### src/rtl/pcm_port_pkg.sv
package pcm_port_pkg;

    typedef enum logic [1:0] {
        PS_DOWN       = 2'd0,
        PS_ARM_FIRST  = 2'd1,
        PS_ARM_SECOND = 2'd2,
        PS_LIVE       = 2'd3
    } port_state_t;

    typedef enum logic [1:0] {
        FS_NORMAL  = 2'd0,
        FS_DELAYED = 2'd1,
        FS_REVERSE = 2'd2,
        FS_SPARE   = 2'd3
    } fs_fmt_t;

endpackage

### src/rtl/pcm_in_sync.sv
module pcm_in_sync #(
    parameter int STAGES = 2,
    parameter int WIDTH  = 3
) (
    input  logic             clk,
    input  logic             rst_n,
    input  logic [WIDTH-1:0] d,
    output logic [WIDTH-1:0] q
);
    logic [WIDTH-1:0] pipe [STAGES];

    generate
        for (genvar i = 0; i < STAGES; i++) begin : g_stage
            if (i == 0) begin : g_head
                always_ff @(posedge clk or negedge rst_n) begin
                    if (!rst_n) pipe[0] <= '0;
                    else        pipe[0] <= d;
                end
            end else begin : g_tail
                always_ff @(posedge clk or negedge rst_n) begin
                    if (!rst_n) pipe[i] <= '0;
                    else        pipe[i] <= pipe[i-1];
                end
            end
        end
    endgenerate

    assign q = pipe[STAGES-1];
endmodule

### src/rtl/pcm_clk_watch.sv
module pcm_clk_watch #(
    parameter int LOSS_LIMIT = 256,
    localparam int CW = $clog2(LOSS_LIMIT + 1)
) (
    input  logic clk,
    input  logic rst_n,
    input  logic mclk_s,
    output logic rise,
    output logic fall,
    output logic lost
);
    logic          prev_q;
    logic [CW-1:0] idle_q;

    assign rise = mclk_s & ~prev_q;
    assign fall = ~mclk_s & prev_q;
    assign lost = (idle_q == CW'(LOSS_LIMIT));

    // Starts in the lost state: no edge has been seen yet.
    always_ff @(posedge clk or negedge rst_n) begin
        if (!rst_n) begin
            prev_q <= 1'b0;
            idle_q <= CW'(LOSS_LIMIT);
        end else begin
            prev_q <= mclk_s;
            if (rise || fall)  idle_q <= '0;
            else if (!lost)    idle_q <= idle_q + 1'b1;
        end
    end
endmodule

### src/rtl/pcm_slot_engine.sv
module pcm_slot_engine #(
    parameter int WORD_LIN = 14,
    parameter int WORD_CMP = 8,
    localparam int CNTW = $clog2(WORD_LIN + 1)
) (
    input  logic                clk,
    input  logic                rst_n,
    input  logic                launch,
    input  logic                capture,
    input  logic                slot_go,
    input  logic                abort,
    input  logic                drive_ok,
    input  logic                lin_mode,
    input  logic [WORD_LIN-1:0] tx_word,
    input  logic                dr_s,
    output logic                dx,
    output logic                dx_oe,
    output logic [WORD_LIN-1:0] rx_word,
    output logic                rx_valid
);
    logic [WORD_LIN-1:0] tx_sr, rx_sr, rx_next;
    logic [CNTW-1:0]     tx_left, rx_left, word_len;
    logic                tx_on, tx_drive, rx_on;

    assign word_len = lin_mode ? CNTW'(WORD_LIN) : CNTW'(WORD_CMP);
    assign rx_next  = {rx_sr[WORD_LIN-2:0], dr_s};
    assign dx       = tx_sr[WORD_LIN-1];
    assign dx_oe    = tx_on & tx_drive;

    always_ff @(posedge clk or negedge rst_n) begin
        if (!rst_n) begin
            tx_sr    <= '0;
            tx_left  <= '0;
            tx_on    <= 1'b0;
            tx_drive <= 1'b0;
        end else if (abort) begin
            tx_on    <= 1'b0;
        end else if (slot_go) begin
            tx_sr    <= lin_mode ? tx_word
                                 : {tx_word[WORD_CMP-1:0], {(WORD_LIN-WORD_CMP){1'b0}}};
            tx_left  <= word_len - 1'b1;
            tx_on    <= 1'b1;
            tx_drive <= drive_ok;
        end else if (launch && tx_on) begin
            if (tx_left == '0) begin
                tx_on   <= 1'b0;
            end else begin
                tx_sr   <= {tx_sr[WORD_LIN-2:0], 1'b0};
                tx_left <= tx_left - 1'b1;
            end
        end
    end

    always_ff @(posedge clk or negedge rst_n) begin
        if (!rst_n) begin
            rx_sr    <= '0;
            rx_left  <= '0;
            rx_on    <= 1'b0;
            rx_word  <= '0;
            rx_valid <= 1'b0;
        end else begin
            rx_valid <= 1'b0;
            if (abort) begin
                rx_on   <= 1'b0;
            end else if (slot_go) begin
                rx_sr   <= '0;
                rx_left <= word_len;
                rx_on   <= 1'b1;
            end else if (capture && rx_on) begin
                rx_sr   <= rx_next;
                rx_left <= rx_left - 1'b1;
                if (rx_left == CNTW'(1)) begin
                    rx_on    <= 1'b0;
                    rx_word  <= rx_next;
                    rx_valid <= 1'b1;
                end
            end
        end
    end
endmodule

### src/rtl/pcm_voice_port.sv
module pcm_voice_port
    import pcm_port_pkg::*;
#(
    parameter int SYNC_STAGES = 2,
    parameter int LOSS_LIMIT  = 256,
    parameter int WORD_LIN    = 14,
    parameter int WORD_CMP    = 8
) (
    input  logic                clk,
    input  logic                rst_n,
    input  logic                mclk,
    input  logic                fsync,
    input  logic                dr,
    input  logic [1:0]          fs_mode,
    input  logic                lin_mode,
    input  logic                pwr_up,
    input  logic [WORD_LIN-1:0] tx_word,
    output logic                dx,
    output logic                dx_oe,
    output logic [WORD_LIN-1:0] rx_word,
    output logic                rx_valid
);
    logic [2:0]  raw_in, synced;
    logic        mclk_s, fs_s, dr_s;
    logic        m_rise, m_fall, clk_lost;
    logic        launch, capture, fs_evt, fs_prev, pend;
    logic        is_rev, is_dly, start_raw;
    logic        go_down, slot_go, drive_ok;
    fs_fmt_t     fmt;
    port_state_t state_q, state_d;

    assign raw_in = {mclk, fsync, dr};

    pcm_in_sync #(.STAGES(SYNC_STAGES), .WIDTH(3)) u_sync (
        .clk(clk), .rst_n(rst_n), .d(raw_in), .q(synced)
    );

    assign mclk_s = synced[2];
    assign fs_s   = synced[1];
    assign dr_s   = synced[0];

    pcm_clk_watch #(.LOSS_LIMIT(LOSS_LIMIT)) u_watch (
        .clk(clk), .rst_n(rst_n), .mclk_s(mclk_s),
        .rise(m_rise), .fall(m_fall), .lost(clk_lost)
    );

    assign fmt     = fs_fmt_t'(fs_mode);
    assign is_rev  = (fmt == FS_REVERSE);
    assign is_dly  = (fmt == FS_DELAYED);
    assign launch  = is_rev ? m_fall : m_rise;
    assign capture = is_rev ? m_rise : m_fall;
    assign fs_evt  = launch && fs_s && !fs_prev;
    assign start_raw = is_dly ? (launch && pend) : fs_evt;

    always_ff @(posedge clk or negedge rst_n) begin
        if (!rst_n) begin
            fs_prev <= 1'b0;
            pend    <= 1'b0;
        end else if (launch) begin
            fs_prev <= fs_s;
            pend    <= fs_evt && is_dly;
        end
    end

    // State register
    always_ff @(posedge clk or negedge rst_n) begin
        if (!rst_n) state_q <= PS_DOWN;
        else        state_q <= state_d;
    end

    // Next state
    always_comb begin
        state_d = state_q;
        if (!pwr_up || clk_lost) begin
            state_d = PS_DOWN;
        end else begin
            unique case (state_q)
                PS_DOWN:       state_d = PS_ARM_FIRST;
                PS_ARM_FIRST:  if (fs_evt) state_d = PS_ARM_SECOND;
                PS_ARM_SECOND: if (fs_evt) state_d = PS_LIVE;
                PS_LIVE:       state_d = PS_LIVE;
            endcase
        end
    end

    // Outputs of the controller
    always_comb begin
        go_down  = !pwr_up || clk_lost;
        slot_go  = start_raw && (state_q != PS_DOWN) && !go_down;
        drive_ok = (state_q == PS_LIVE) || ((state_q == PS_ARM_SECOND) && fs_evt);
    end

    pcm_slot_engine #(.WORD_LIN(WORD_LIN), .WORD_CMP(WORD_CMP)) u_slot (
        .clk(clk), .rst_n(rst_n),
        .launch(launch), .capture(capture),
        .slot_go(slot_go), .abort(go_down), .drive_ok(drive_ok),
        .lin_mode(lin_mode), .tx_word(tx_word), .dr_s(dr_s),
        .dx(dx), .dx_oe(dx_oe), .rx_word(rx_word), .rx_valid(rx_valid)
    );
endmodule

### config.mk
export PLATFORM = sky130hd
export DESIGN_NAME = pcm_voice_port
export DESIGN_NICKNAME = d
export VERILOG_FILES = /design/src/rtl/pcm_port_pkg.sv /design/src/rtl/pcm_in_sync.sv /design/src/rtl/pcm_clk_watch.sv /design/src/rtl/pcm_slot_engine.sv /design/src/rtl/pcm_voice_port.sv
export SDC_FILE = /design/constraint.sdc
export NUM_CORES = 1
export LEC_CHECK = 0
export ABC_AREA = 1
export BUFFER_PORTS_ARGS = -buffer_cell sky130_fd_sc_hd__buf_4
export CORE_MARGIN = 10
export CORE_UTILIZATION = 25
export CTS_BUF_LIST = sky130_fd_sc_hd__clkbuf_16
export DETAILED_ROUTE_END_ITERATION = 8
export PLACE_DENSITY = 0.39
export SLEW_MARGIN = 20
export SYNTH_ARGS = -nofsm -noshare
export SYNTH_HDL_FRONTEND = slang
export SYNTH_SLANG_ARGS = --single-unit
export TNS_END_PERCENT = 10
### constraint.sdc
create_clock -name clk -period 2.4 [get_ports clk]
set_clock_uncertainty 0.1 [all_clocks]
set_input_delay 0.24 -clock clk [delete_from_list [all_inputs] [get_ports clk]]
set_output_delay 0.24 -clock clk [all_outputs]
set_load 0.05 [all_outputs]
==> results of run 1 <==
-- metal layers --
| layer | GRT usage | share of wire |
|---|---|---|
| met1 | 0.1125 | 0.49 |
| met2 | 0.1302 | 0.44 |
| met3 | 0.03042 | 0.040 |
| met4 | 0.05024 | 0.026 |
| met5 | 0 | 0 |
-- cells by family (layout without fill, tap and decap cells) --
logic type / after synthesis / count (layout) / synth area share
adder cells (fa/ha/maj): 7 / 7 / 0.02641
AO/OA/AOI/OAI: 76 / 76 / 0.1230
flip-flops: 73 / 73 / 0.5513
XOR/XNOR: 2 / 2 / 0.005284
AND/OR/NAND/NOR: 160 / 160 / 0.2121
buffers and inverters: 61 / 116 / 0.08188
-- registers in the layout (all words and copies together) (netlist names), 3 cells and up --
| register | cells |
|---|---|
| u_slot.rx_left | 4 |
| u_slot.tx_left | 4 |
| u_slot.rx_sr | 13 |
| u_slot.rx_word | 14 |
| u_sync.pipe | 3 |
| u_slot.tx_sr | 14 |
| u_sync.q | 3 |
| u_watch.idle_q | 9 |
-- through the flow --
step           hold slack [ns]  power, mW
2_1_floorplan          -0.1556      2.322
3_3_place_gp            0.1874      2.570
3_5_place_dp            0.1942      2.590
4_1_cts                0.05412      4.041
5_1_grt                0.07304      4.252
6_report               0.05863      3.972
-- worst max-delay path, cell delays in order, from the launching register on --
cell and delay, ns:
dfrtp_1 0.39, inv_1 0.06, ha_1 0.15, nand3_1 0.12
nand2_2 0.14, nand4_1 0.14, a21boi_0 0.24, nor2_1 0.10
nand2_1 0.38, o22ai_1 0.14
-- repair_timing --
item	in CTS	in global routing
setup endpoints to repair	0	4
hold buffers	4	0
gates resized for setup	0	1
endpoints found under the hold margin	45	0
-- final cells by class --
type	count	area, sq um	share of cell area
Tap cell	176	220.2	0.05269
Clock inverter	7	86.33	0.02066
Inverter	50	187.7	0.04491
Multi-Input combinational cell	245	1221	0.2922
Timing Repair Buffer	50	410.4	0.09820
Clock buffer	9	225.2	0.05389
Sequential cell	73	1828	0.4374
-- power by group through the flow --
| stage | clock network (mW) | logic [mW] | registers, mW |
|---|---|---|---|
| final | 1.42 | 0.853 | 1.70 |
| after global routing | 1.52 | 0.986 | 1.75 |
| after CTS | 1.46 | 0.875 | 1.71 |
| after detailed placement | 0 | 0.865 | 1.72 |
| after global placement | 0 | 0.849 | 1.72 |
| after floorplan | 0 | 0.510 | 1.81 |
-- cell usage in the layout, fill, tap and decap left out, types with 2 or more instances in the layout --
cell type,synthesis,layout
a21oi_1,17,17
a31oi_1,3,3
buf_12,0,2
buf_4,2,44
bufinv_16,0,2
clkbuf_16,0,9
clkinv_2,0,2
dfrtp_1,72,72
dlygate4sd3_1,0,4
ha_1,7,7
inv_1,48,49
inv_2,2,2
nand2_1,82,82
nand2_2,4,3
nand3_1,10,10
nand3_2,3,3
nand4_1,3,3
nor2_1,44,44
nor3_1,6,6
o21ai_0,22,22
o21ai_1,18,18
o22ai_1,13,13
-- how the worst min path moves through the flow --
stage	slack (ns)	start	cells past startpoint	endpoint
after floorplan	-0.16	rst_n	0	fs_prev
after global placement	0.19	rst_n	1	u_slot.rx_word[6]
after detailed placement	0.19	rst_n	1	u_slot.rx_word[7]
after CTS	0.05	tx_word[1]	3	u_slot.tx_sr[1]
after global routing	0.07	tx_word[3]	3	u_slot.tx_sr[3]
final	0.06	tx_word[1]	3	u_slot.tx_sr[1]
==> impl_metrics.yaml, run 1 <==
status:
  outcome: "completed"
routing:
  routedWlPerCell_um: 12.31
  drc_errors: 0
  ant_nets: 0
  viasPerCell: 4.221
  drt-total-wl_um: 7508
  first_pass_iters: 4
  routed-via-count: 2575
  dr.first_iter.drc_count: 178
finish:
  final_nets: 459
  final_area_sq_mm: 0.004179
  final_util: 0.3181
  fin_cells: 610
  drive_gt1_frac: 0.1705
  n_antenna_cell: 0
  syn2layout_area_growth_pct: 26.04
  fill_cells: 1431
setup_path:
  arrival_ns: 2.21
  r2r-start: "u_sync.q[2]"
  path_class: "register to register"
  path_max_fanout: 13
  endpoint: "u_slot.rx_sr[8]"
  reg2reg_slack_ns: 0.29
  r2r-end: "u_slot.rx_sr[8]"
  cp-end-kind: "register"
  start_kind: "register"
  crit_path_start: "u_sync.q[2]"
  rr_worst_depth: 9
  required_ns: 2.50
pwr:
  netSwitchingFraction: 0.2991
  clock_power_share: 0.356
  seqPwrFrac: 0.429
  p_leak_nw: 2.065
  vdd_drop_max_mv: 0.2362
  p_comb_frac: 0.215
  p_int_mw: 2.784
  powerDensity_mw_per_mm2: 950.5
  p_switching_mw: 1.188
grt:
  grt_pass1_wl_um: 12920
  antenna_found_initial: 0
  grt-ovfl-total: 0
  gr-usage-all-layers: 0.08915
  first_global_vias: 2644
  grt_max_degree: 44
clock_network:
  post_cts_buffers: 0
  cts_tree: "done"
  insertion_delay_ns: 0.34
  numCtsBuffers: 9
  clock-sinks: 73
  max-clock-path-buffers: 2
  cts.clk_slew.worst_paths_ns: 0.06
  cts_max_level: 3
  cts-root-buf: "clkbuf_16"
synthesis:
  yosysTopAreaCell: "dfrtp_1"
  synth_edf_count: 0
  synth_flop_cell: "dfrtp_1"
  ys_seq_area_frac: 0.5513
  yosys-top-cells-count: "nand2_1, dfrtp_1, inv_1"
  yosysWarnings: 0
  ys_top_cells_by_area: "dfrtp_1, nand2_1, inv_1"
  synth_top_area_share: 0.5434
  synthMostInstantiatedCell: "nand2_1"
  netlist_instances: 379
  async_reset_ff_frac: 1.000
  ys_ff_latch: 73
  syn_avg_cell_area_sq_um: 8.748
  synth_nets: 409
  syn-cell-area_sq_mm: 0.003316
  ys_types: 34
timing:
  setup_ws_ns: 0.2907
  min_period_over_period: 0.8789
  fin_setup_tns_ns: 0
  hold_viol_final: 0
  slew_headroom: 0.6112
  rsz0062_at_grt: "no"
  worst_slew_pin_slew_ns: 0.5831
  setup-violations-final: 0
  final_max_slew_viol_count: 0
  fmax_mhz: 474.1
  fin_crit_ns: 2.109
floorplan:
  dieHeight_um: 135.2
  core_sq_mm: 0.01314
  rows: 42
  initial_core_util: 0.2524
  ioPinCount: 40
  die_w_um: 135.2
  die_area_sq_mm: 0.01827
place:
  port_buffers: 39
  pre_cts_ws_ns: 0.2027
  place_hpwl_um: 5304
  place.gp.congestion: 0.7338
  dpl_cell_area_sq_mm: 0.003822
  placed_cells: 590
min_path:
  holdCritPathClass: "primary input to register"
job:
  max-cap-violations: 0
Note: power is estimated with default switching activity, not from simulation.
==> run 2, diff against run 1 <==
Settings changed: CORE_ASPECT_RATIO from default to 1.75.
==> run 2 against run 1 <==
  * Critical path depth grew 5
  * Sequential power is essentially flat
  * Register-to-register slack is essentially flat
  * Critical path type unchanged
  * Design area shrank 0.90%
  * Highest routed layer unchanged
  * Via count grew 1.5%
==> impl_metrics.yaml, run 2 (same netlist as run 1, synthesis figures left out) <==
status:
  outcome: "completed"
timing:
  rsz0062_at_grt: "no"
  fin_crit_ns: 2.105
  min_period_over_period: 0.8772
  final_max_slew_viol_count: 0
  fmax_mhz: 475.0
  hold_slack_ns: 0.07043
  slew_headroom: 0.6901
  setup-violations-final: 0
  fin_setup_tns_ns: 0
  hold_viol_final: 0
  worst_slew_pin_slew_ns: 0.4637
floorplan:
  rows: 55
  die_area_sq_mm: 0.01845
  initial_core_util: 0.2563
  die_w_um: 107.1
  core_sq_mm: 0.01294
  ioPinCount: 40
  dieHeight_um: 172.3
setup_path:
  start_kind: "register"
  required_ns: 2.52
  cp-end-kind: "register"
  path_max_fanout: 14
  arrival_ns: 2.22
  path_class: "register to register"
clock_network:
  cts_tree: "done"
  cts-root-buf: "clkbuf_16"
  cts.clk_slew.worst_paths_ns: 0.06
  numCtsBuffers: 9
  clock-sinks: 73
  post_cts_buffers: 0
  max-clock-path-buffers: 2
  insertion_delay_ns: 0.33
  cts_max_level: 3
routing:
  drt-total-wl_um: 7831
  viasPerCell: 4.335
  dr.first_iter.drc_count: 136
  first_pass_iters: 4
  ant_nets: 0
  drc_errors: 0
  routedWlPerCell_um: 12.99
  routed-via-count: 2614
finish:
  fin_cells: 603
  top_regs: "u_slot.rx_word x14, u_slot.tx_sr x14, u_slot.rx_sr x13"
  drive_gt1_frac: 0.1597
  final_cell_mix: "nand2_1, dfrtp_1, inv_1"
  final_util: 0.3201
  final_nets: 457
  fill_cells: 1429
  seq_area_sq_mm: 0.001828
  syn2layout_area_growth_pct: 24.91
  n_antenna_cell: 0
  multi_input_area_sq_mm: 0.001237
  mostFrequentLayoutCell: "nand2_1"
pwr:
  p_leak_nw: 2.048
  netSwitchingFraction: 0.3056
  powerDensity_mw_per_mm2: 928.8
  p_switching_mw: 1.175
  p_int_mw: 2.671
  p_comb_frac: 0.226
  vdd_drop_max_mv: 0.3395
  post-layout-total-power_mw: 3.847
  clock_power_share: 0.332
  seqPwrFrac: 0.442
min_path:
  holdCritPathClass: "primary input to register"
grt:
  first_global_vias: 2792
  grt-ovfl-total: 0
  busiest_layer: "met2"
  antenna_found_initial: 0
  gr-usage-met3: 0.02758
  gr-usage-all-layers: 0.09190
  met2_usage: 0.1651
  grtUsageMet1: 0.09339
  grt_max_degree: 52
  grt_pass1_wl_um: 13460
place:
  placed_cells: 583
  port_buffers: 39
  place.gp.congestion: 0.7940
  place_hpwl_um: 5728
job:
  max-cap-violations: 0
[run 2: changes by cell type in the layout (fill, tap and decap cells not counted), sizes merged]
cell,change
buf,-2
bufinv,-1
inv,+1
[run 2: final timing paths]
kind                                     endpoint  depth (start not counted)      startpoint  slack, ns
worst max-delay path            u_slot.tx_left[2]                         14     u_sync.q[2]       0.29
worst min-delay path              u_slot.tx_sr[4]                          3      tx_word[4]       0.07
worst max register to register  u_slot.tx_left[2]                         14     u_sync.q[2]       0.29
worst min register to register        u_sync.q[0]                          0  u_sync.pipe[3]       0.25
max in group asynchronous       u_slot.rx_left[1]                          3           rst_n       1.36
min in group asynchronous              state_q[0]                          2           rst_n       0.25
[run 2: through the flow]
step / instance area, sq um / setup slack [ns]
after floorplan: 3316 / 0.2809
after global placement: 3801 / 0.2028
after detailed placement: 3801 / 0.2067
after CTS: 4120 / 0.2067
after global routing: 4141 / 0.04573
final: 4141 / 0.2948
[run 2: repair_timing]
| action | 4_1_cts | 5_1_grt |
|---|---|---|
| setup endpoints to repair | 0 | 2 |
| resized for setup | 0 | 3 |
| endpoints found under the hold margin | 25 | 0 |
| hold buffers | 4 | 0 |
[run 2: layout make-up]
cell class	count	area share
Timing Repair Buffer	48	0.09547
Sequential cell	73	0.4414
Multi-Input combinational cell	245	0.2988
Clock buffer	9	0.05438
Inverter	50	0.04532
Tap cell	171	0.05166
Clock inverter	7	0.01299
[run 2: power by group through the flow]
| stage | clock network, mW | registers (mW) | logic, mW |
|---|---|---|---|
| floorplan | 0 | 1.81 | 0.510 |
| global placement | 0 | 1.72 | 0.867 |
| detailed placement | 0 | 1.73 | 0.881 |
| CTS | 1.33 | 1.70 | 0.890 |
| global route | 1.38 | 1.74 | 1.00 |
| finish | 1.28 | 1.70 | 0.868 |
[run 2: critical path, stage by stage, from the launching register on]
cell and delay [ns]:
dfrtp_1 0.39, inv_1 0.06, ha_1 0.15, nand3_1 0.11
nand2_2 0.13, nand4_1 0.14, nand2_2 0.16, nand3_4 0.16
nand2_1 0.13, nand2_1 0.05, inv_1 0.05, ha_1 0.14
nand3_1 0.08, nand3_1 0.08, nand2_1 0.05
[run 2: routing by layer]
layer | routed length [um] | vias up | share of wire
met3 | 283 | 12 | 0.036
met2 | 4194 | 40 | 0.54
li1 | - | 1320 | -
met1 | 3165 | 1242 | 0.40
met5 | 0 | - | 0
met4 | 188 | 0 | 0.024
==> run 3, diff against run 2 <==
Settings changed: CORE_MARGIN 10 to 5.
==> run 3 against run 2 <==
  * Combinational power decreased by 0.7%
  * Utilization decreased by 0.33 points
  * Design area decreased by 0.51%
  * Count of clock-buffer cells in the layout unchanged
==> impl_metrics.yaml, run 3 (same netlist as run 1, synthesis figures left out) <==
status:
  outcome: "completed"
clock_network:
  cts-root-buf: "clkbuf_16"
  clock-sinks: 73
  numCtsBuffers: 9
  insertion_delay_ns: 0.32
  max-clock-path-buffers: 2
  cts_tree: "done"
  post_cts_buffers: 0
  cts_max_level: 3
  cts.clk_slew.worst_paths_ns: 0.06
setup_path:
  path_class: "register to register"
  cp-end-kind: "register"
  path_cells: "inv_1 -> ha_1 -> nand3_1 -> nand2_2 -> nand4_1 -> nand2_2 -> nand4_2 -> nand2_1 -> inv_1 -> ha_1 -> nand3b_1 -> nand3_1 -> nand2_1"
  required_ns: 2.51
  arrival_ns: 2.23
  cp_slowest_stage_delay_ns: 0.39
  path_max_fanout: 7
  start_kind: "register"
  crit_path_top_delay_cell: "dfrtp_1"
finish:
  final_cell_mix: "nand2_1, dfrtp_1, inv_1"
  fill_cells: 1412
  n_antenna_cell: 0
  drive_gt1_frac: 0.1693
  final_nets: 462
  mostFrequentLayoutCell: "nand2_1"
  syn2layout_area_growth_pct: 24.26
  top_regs: "u_slot.rx_word x14, u_slot.tx_sr x14, u_slot.rx_sr x13"
pwr:
  p_switching_mw: 1.146
  clock_power_share: 0.308
  vdd_drop_max_mv: 0.3254
  netSwitchingFraction: 0.3090
  post-layout-total-power_mw: 3.710
  powerDensity_mw_per_mm2: 900.3
  p_int_mw: 2.563
  p_comb_frac: 0.232
  seqPwrFrac: 0.459
  p_leak_nw: 2.045
floorplan:
  core_sq_mm: 0.01301
  ioPinCount: 40
  rows: 55
  die_area_sq_mm: 0.01576
  die_w_um: 97.06
  dieHeight_um: 162.3
  initial_core_util: 0.2549
grt:
  gr-usage-all-layers: 0.1013
  grt-ovfl-total: 0
  grt_pass1_wl_um: 12890
  first_global_vias: 2751
  antenna_found_initial: 0
  grt_max_degree: 43
routing:
  dr.first_iter.drc_count: 92
  ant_nets: 0
  first_pass_iters: 4
  viasPerCell: 4.248
  routed-via-count: 2583
  routedWlPerCell_um: 12.18
  drc_errors: 0
  drt-total-wl_um: 7406
timing:
  min_period_over_period: 0.8836
  rsz0062_at_grt: "no"
  fin_crit_ns: 2.121
  fin_setup_tns_ns: 0
  final_max_slew_viol_count: 0
  worst_slew_pin_slew_ns: 0.5816
  setup-violations-final: 0
  fmax_mhz: 471.5
  slew_headroom: 0.6122
  hold_viol_final: 0
place:
  place.gp.congestion: 0.7367
  port_buffers: 39
  place_hpwl_um: 5450
job:
  max-cap-violations: 0
min_path:
  holdCritPathClass: "primary input to register"
run 3: cell count changes in the layout (fill, tap and decap cells not counted), sizes merged:
cell	before	now
inv	52	51
clkinv	4	6
buf	44	49
bufinv	1	0
run 3: path summary, 6_finish.rpt:
kind | startpoint | end | slack [ns] | depth (start not counted)
hold / removal | tx_word[1] | u_slot.tx_sr[1] | 0.09 | 3
max in group asynchronous | rst_n | u_slot.rx_left[3] | 1.25 | 3
min in group asynchronous | rst_n | u_slot.rx_sr[8] | 0.37 | 2
setup / recovery | u_sync.q[2] | u_slot.tx_left[2] | 0.28 | 13
setup reg to reg | u_sync.q[2] | u_slot.tx_left[2] | 0.28 | 13
hold reg to reg | u_sync.pipe[3] | u_sync.q[0] | 0.25 | 0
run 3: repair_timing:
item	CTS	global route
hold endpoints to repair	43	0
hold buffers	4	0
resized for setup	0	0
run 3: power groups by stage:
| stage | combinational, mW | clock [mW] | sequential (mW) |
|---|---|---|---|
| floorplan | 0.510 | 0 | 1.81 |
| global route | 0.988 | 1.25 | 1.75 |
| global placement | 0.870 | 0 | 1.72 |
| CTS | 0.885 | 1.20 | 1.71 |
| detailed placement | 0.878 | 0 | 1.73 |
| finish | 0.862 | 1.14 | 1.70 |
run 3: cell type report:
cell class | count | area (sq um) | share of cell area
clock buffers | 9 | 225.2 | 0.05466
clock inverters | 7 | 28.78 | 0.006985
inverters | 50 | 187.7 | 0.04555
multi-input cells | 245 | 1216 | 0.2952
flip-flops and latches | 73 | 1828 | 0.4437
well taps | 171 | 214.0 | 0.05193
repair buffers | 53 | 420.4 | 0.1020
run 3: worst max-delay path, delay by kind of cell (launching register included):
kind | cells | cell delay, ns
and+or+nand+nor | 9 | 1.10
DFF | 1 | 0.39
adders and majority gates | 2 | 0.33
buffers and inverters | 2 | 0.10
run 3: layer usage:
layer / up-vias / global-route usage / share of wire
met5: - / 0 / 0
met4: 0 / 0.04089 / 0.0070
met3: 2 / 0.02400 / 0.032
met2: 40 / 0.1931 / 0.55
met1: 1212 / 0.1052 / 0.41
li1: 1329 / - / -
run 3: stage by stage:
stage / cell area, sq um / hold WS (ns) / util / setup slack, ns / cells
detailed placement: 3826 / 0.1992 / 0.2942 / 0.2566 / 588
floorplan: 3316 / -0.1556 / - / 0.2809 / 379
CTS: 4120 / 0.07119 / 0.3168 / 0.2432 / 608
finish: 4120 / 0.08715 / 0.3168 / 0.2793 / 608
global placement: 3826 / 0.1982 / 0.2942 / 0.3124 / 588
global route: 4120 / 0.09575 / 0.3168 / 0.009411 / 608
